$ cat config.mk
export PLATFORM = sky130hd
export DESIGN_NAME = uart_int_prio
export DESIGN_NICKNAME = d
export VERILOG_FILES = /design/src/rtl/uart_int_pkg.sv /design/src/rtl/uart_int_ctrl.sv /design/src/rtl/uart_int_dp.sv /design/src/rtl/uart_int_prio.sv
export SDC_FILE = /design/constraint.sdc
export NUM_CORES = 1
export LEC_CHECK = 0
export ABC_AREA = 1
export BUFFER_PORTS_ARGS = -buffer_cell sky130_fd_sc_hd__buf_2
export CAP_MARGIN = 10
export CORE_AREA = 2 2 39 41
export CTS_CLUSTER_DIAMETER = 150
export DETAILED_ROUTE_END_ITERATION = 16
export DIE_AREA = 0 0 41 43
export PLACE_DENSITY = 0.61
export SETUP_SLACK_MARGIN = 0.15
export SLEW_MARGIN = 20
export SYNTH_ARGS = -nofsm -noshare
export SYNTH_HDL_FRONTEND = slang
export SYNTH_SLANG_ARGS = --single-unit
$ cat constraint.sdc
create_clock -name clk -period 2 [get_ports clk]
set_input_delay 0.4 -clock clk [delete_from_list [all_inputs] [get_ports clk]]
set_output_delay 0.4 -clock clk [all_outputs]
set_load 0.01 [all_outputs]
$ cat src/rtl/uart_int_pkg.sv
package uart_int_pkg;
  localparam int ENW = 4;
  localparam int FSW = 2;
  localparam int IDW = 8;
  localparam int EN_RX = 0;
  localparam int EN_THR = 1;
  localparam int EN_LS = 2;
  localparam int EN_MS = 3;

  typedef enum logic [1:0] {
    CODE_MS  = 2'b00,
    CODE_THR = 2'b01,
    CODE_RX  = 2'b10,
    CODE_LS  = 2'b11
  } intCode_t;

  typedef struct packed {
    logic lsSet;
    logic lsClr;
    logic msSet;
    logic msClr;
    logic thrSet;
    logic thrClr;
  } intStrobe_t;
endpackage

$ cat src/rtl/uart_int_ctrl.sv
module uart_int_ctrl
  import uart_int_pkg::*;
(
  input  logic           clk,
  input  logic           rstN,
  input  logic [ENW-1:0] enMask,
  input  logic           lineEvt,
  input  logic           modemEvt,
  input  logic           thrEmpty,
  input  logic           wrThr,
  input  logic           rdIdent,
  input  logic           rdLineStat,
  input  logic           rdModemStat,
  input  logic           thrShown,
  output intStrobe_t     strb
);
  logic thrEmptyQ;
  logic enThrQ;

  always_ff @(posedge clk) begin
    if (!rstN) begin
      thrEmptyQ <= 1'b0;
      enThrQ    <= 1'b0;
    end else begin
      thrEmptyQ <= thrEmpty;
      enThrQ    <= enMask[EN_THR];
    end
  end

  always_comb begin
    strb.lsSet  = lineEvt;
    strb.lsClr  = rdLineStat;
    strb.msSet  = modemEvt;
    strb.msClr  = rdModemStat;
    strb.thrSet = thrEmpty & (~thrEmptyQ | (enMask[EN_THR] & ~enThrQ));
    strb.thrClr = wrThr | (rdIdent & thrShown);
  end

  // the strobes pass through unaltered in the same cycle
  assert_ls_strobe_R7: assert property (@(posedge clk) disable iff (!rstN)
    lineEvt |-> strb.lsSet);
  assert_ms_strobe_R8: assert property (@(posedge clk) disable iff (!rstN)
    rdModemStat |-> strb.msClr);
endmodule

$ cat src/rtl/uart_int_dp.sv
module uart_int_dp
  import uart_int_pkg::*;
(
  input  logic           clk,
  input  logic           rstN,
  input  intStrobe_t     strb,
  input  logic [ENW-1:0] enMask,
  input  logic           rxAvail,
  input  logic           rxTimeout,
  input  logic [FSW-1:0] fifoState,
  output logic [IDW-1:0] identByte,
  output logic           irq,
  output logic           thrShown
);
  logic lsPend, msPend, thrPend;
  logic lsAct, rxAct, thrAct, msAct;
  intCode_t code;
  logic toFlag;

  always_ff @(posedge clk) begin
    if (!rstN) begin
      lsPend  <= 1'b0;
      msPend  <= 1'b0;
      thrPend <= 1'b0;
    end else begin
      if (strb.lsSet) lsPend <= 1'b1;
      else if (strb.lsClr) lsPend <= 1'b0;
      if (strb.msSet) msPend <= 1'b1;
      else if (strb.msClr) msPend <= 1'b0;
      if (strb.thrSet) thrPend <= 1'b1;
      else if (strb.thrClr) thrPend <= 1'b0;
    end
  end

  always_comb begin
    lsAct  = enMask[EN_LS] & lsPend;
    rxAct  = enMask[EN_RX] & (rxAvail | rxTimeout);
    thrAct = enMask[EN_THR] & thrPend;
    msAct  = enMask[EN_MS] & msPend;
    code   = CODE_MS;
    toFlag = 1'b0;
    if (lsAct) code = CODE_LS;
    else if (rxAct) begin
      code   = CODE_RX;
      toFlag = rxTimeout;
    end else if (thrAct) code = CODE_THR;
    irq      = lsAct | rxAct | thrAct | msAct;
    thrShown = thrAct & ~lsAct & ~rxAct;
    identByte = {fifoState, 2'b00, toFlag, code, ~irq};
  end

  // a line status read with no new event drops the held interrupt
  assert_ls_clear_R7: assert property (@(posedge clk) disable iff (!rstN)
    (strb.lsClr && !strb.lsSet) |=> !lsPend);
  // a set pulse holds transmit-empty
  assert_thr_set_R9: assert property (@(posedge clk) disable iff (!rstN)
    strb.thrSet |=> thrPend);
  // with every enable clear nothing is requested
  assert_masked_R3: assert property (@(posedge clk) disable iff (!rstN)
    (enMask == '0) |-> !irq);
  // received data follows its level without delay
  assert_rx_level_R12: assert property (@(posedge clk) disable iff (!rstN)
    (enMask[EN_RX] && rxAvail && !lsPend) |-> (identByte[2:1] == CODE_RX));
endmodule

$ cat src/rtl/uart_int_prio.sv
module uart_int_prio
  import uart_int_pkg::*;
(
  input  logic           clk,
  input  logic           rstN,
  input  logic [ENW-1:0] enMask,
  input  logic           lineEvt,
  input  logic           rxAvail,
  input  logic           rxTimeout,
  input  logic           thrEmpty,
  input  logic           modemEvt,
  input  logic           wrThr,
  input  logic           rdIdent,
  input  logic           rdLineStat,
  input  logic           rdModemStat,
  input  logic [FSW-1:0] fifoState,
  output logic [IDW-1:0] identByte,
  output logic           irq
);
  intStrobe_t strb;
  logic thrShown;

  uart_int_ctrl i_ctrl (
    .clk(clk), .rstN(rstN), .enMask(enMask), .lineEvt(lineEvt),
    .modemEvt(modemEvt), .thrEmpty(thrEmpty), .wrThr(wrThr),
    .rdIdent(rdIdent), .rdLineStat(rdLineStat), .rdModemStat(rdModemStat),
    .thrShown(thrShown), .strb(strb)
  );

  uart_int_dp i_dp (
    .clk(clk), .rstN(rstN), .strb(strb), .enMask(enMask),
    .rxAvail(rxAvail), .rxTimeout(rxTimeout), .fifoState(fifoState),
    .identByte(identByte), .irq(irq), .thrShown(thrShown)
  );

  // enabling transmit-empty while the register is empty raises it
  assert_rearm_R11: assert property (@(posedge clk) disable iff (!rstN)
    ($rose(enMask[EN_THR]) && thrEmpty && $past(rstN) && !wrThr)
      |=> (enMask[EN_THR] ? irq : 1'b1));
  // reading the byte while line status is shown keeps transmit-empty
  assert_read_keep_R10: assert property (@(posedge clk) disable iff (!rstN)
    (rdIdent && identByte[2:1] == CODE_LS && !identByte[0] && !wrThr && !rdLineStat
     && enMask[EN_THR] && i_dp.thrPend) |=> ($stable(enMask) -> irq));
endmodule

==> flow_summary.toml <==
[final_layout]
regArea_um2 = 100
syn_to_final_growth_pct = 36.1
final_nets = 79
final_layout_size_suffix_gt1_frac = 0.459
multi_input_area_um2 = 130
antenna_cells = 0
nFillCells = 169

[worst_setup_path]
setup.worst_path.end_class = "output port"
crit_path_max_incr_delay_ns = 0.34
path_cells = "nand2_1 > and3_2 > buf_2"
crit_type = "reg -> out"
cpLargestDelayFamily = "flip-flops"
required_ns = 1.60
crit_slowest_cell = "dfxtp_1"
cp.depth = 3
cp_max_fo = 4
cp.arrival_ns = 1.01
crit_path_start_kind = "flip-flop"
rr_worst_depth = 4
timing.critical_path.buf_inv = 1

[clocking]
tritoncts = "yes"
cts_buffer_depth = 2
clk_pin_slew_worst_paths_ns = 0.04
ctsResizeCount = 0
clkLatencyLatePin_ns = 0.24
clock_sinks = 5
numCtsBuffers = 3
cts_root_buffer = "clkbuf_4"
cts_setup_buffers = 0
cts.hold.buffers_added = 0
h-tree-depth = 1

[route]
vias_per_cell = 3.96
drtIter0Drc = 3
drt_wl_total_um = 594
via_count = 305
wl_per_cell_um = 7.71
ant_nets = 0
route.detailed.drc = 0
firstDrtPassIters = 2

[floorplan]
start_util = 0.215
rows = 14
dieArea_um2 = 1760
die_height_um = 43
core_um2 = 1380
design.portCount = 26
die_w_um = 41

[worst_hold_path]
hold_depth = 3
hp-class = "in -> reg"

[grt]
use_met2 = 0.138
use_met3 = 0.0314
grt_first_pass_wirelength_um = 986
grt_pass1_vias = 283
grt_busiest_layer = "met2"
grtUsageMet1 = 0.0877
grt_usage = 0.0836
antenna_found_initial = 0
grt.overflow.total = 0
grt_start_max_net_pins = 5

[synth]
ys_async_sr_fraction = 0
synth_commonest_cells = "11 x nand2_1, 7 x inv_1, 5 x buf_4, 5 x dfxtp_1, 3 x a21oi_1"
syn_inst = 42
synth_most_common_cell = "nand2_1"
synth.distinct_cells = 14
synth_edf_count = 0
synth_area_per_cell_um2 = 7.09
synth_top_area_cell = "dfxtp_1"
yosysTopAreaCellShare = 0.336
mappedNetlistArea_um2 = 298
yosysSeqAreaShare = 0.336
synth_area_leaders = "dfxtp_1 34%, nand2_1 14%, buf_4 13%"
synth_ff_type = "dfxtp_1"
ys_ff_latch = 5
synth_warnings = 0

[sta]
slew_violations = 0
fin_tns_setup_ns = 0
hold_slack_ns = 0.366
fmax_ghz = 0.711
skew_ns = 0.00345
final_hold_viol_count = 0
fin_ws_ns = 0.594
setup_viol_count_final = 0
fin_crit_sh = 0.703
rsz0062_at_grt = "no"
period_minus_slack_ns = 1.41

[place]
numPortBuffers = 19
gp_congestion = 0.637
post-dp-hpwl_um = 510
pre_cts_slack_ns = 0.618

[status]
outcome = "finished, final reports clean"

[pwr]
power_leakage_nw = 0.247
irDropWorstVdd_v = 0.000232
power_mw = 0.278
power_density_nw_per_um2 = 686

[run]
maxCapViolCount = 0
-- worst paths after layout --
check / start / endpoint / slack [ns]
max: i_dp.lsPend / identByte[3] / 0.59
min: modemEvt / i_dp.msPend / 0.37
max reg2reg: i_dp.lsPend / i_dp.thrPend / 1.26
min reg2reg: i_ctrl.thrEmptyQ / i_dp.thrPend / 0.49
-- worst register-to-register path, stage by stage, from the launching register on --
cell	delay (ns)
dfxtp_1	0.31
a21oi_1	0.13
nand3_1	0.09
nand2_1	0.07
nand2_1	0.04
-- per-layer routing --
| metal | vias to the layer above | wire length, um |
|---|---|---|
| met4 | 0 | 0 |
| met3 | 0 | 69 |
| li1 | 157 | - |
| met1 | 131 | 220 |
| met5 | - | 0 |
| met2 | 17 | 304 |
-- cells in the final DEF, fill, tap and decap left out --
cell,count
clkbuf_1,1
and3_2,1
conb_1,2
o21ai_4,1
nor2_1,2
nand4_2,1
a21oi_1,3
nor3b_2,1
inv_2,2
buf_2,19
clkbuf_4,3
nand2_1,11
nand3_1,1
dfxtp_1,5
inv_1,7
o21ai_0,1
-- cells by family after synthesis --
group | share of synthesized area
buffers and inverters | 0.240
other | 0.0126
flip-flops | 0.336
AND/OR/NAND/NOR | 0.290
AO/OA/AOI/OAI | 0.122
-- metrics by stage --
step	area, um^2	cells	utilization
2_1_floorplan	302	43	-
3_3_place_gp	379	73	0.274
3_5_place_dp	379	73	0.274
4_1_cts	405	77	0.293
5_1_grt	405	77	0.293
6_report	405	77	0.293
-- sequential cells by signal (all words and copies together) (netlist names) --
name / cells
i_dp.msPend: 1
i_ctrl.thrEmptyQ: 1
i_dp.lsPend: 1
i_ctrl.enThrQ: 1
i_dp.thrPend: 1
-- final cells by class --
type	count	area share
repair buffers	19	0.235
well taps	16	0.0494
inverters	9	0.0833
flip-flops and latches	5	0.247
clock buffers	4	0.0648
multi-input cells	24	0.321
-- power breakdown --
group          total (mW)  leakage, nW  internal [mW]  switching [mW]
combinational      0.0551        0.191         0.0260          0.0291
clock               0.114       0.0150         0.0753          0.0386
sequential          0.109       0.0417          0.107         0.00244
Power figures use the tool's default switching activity.
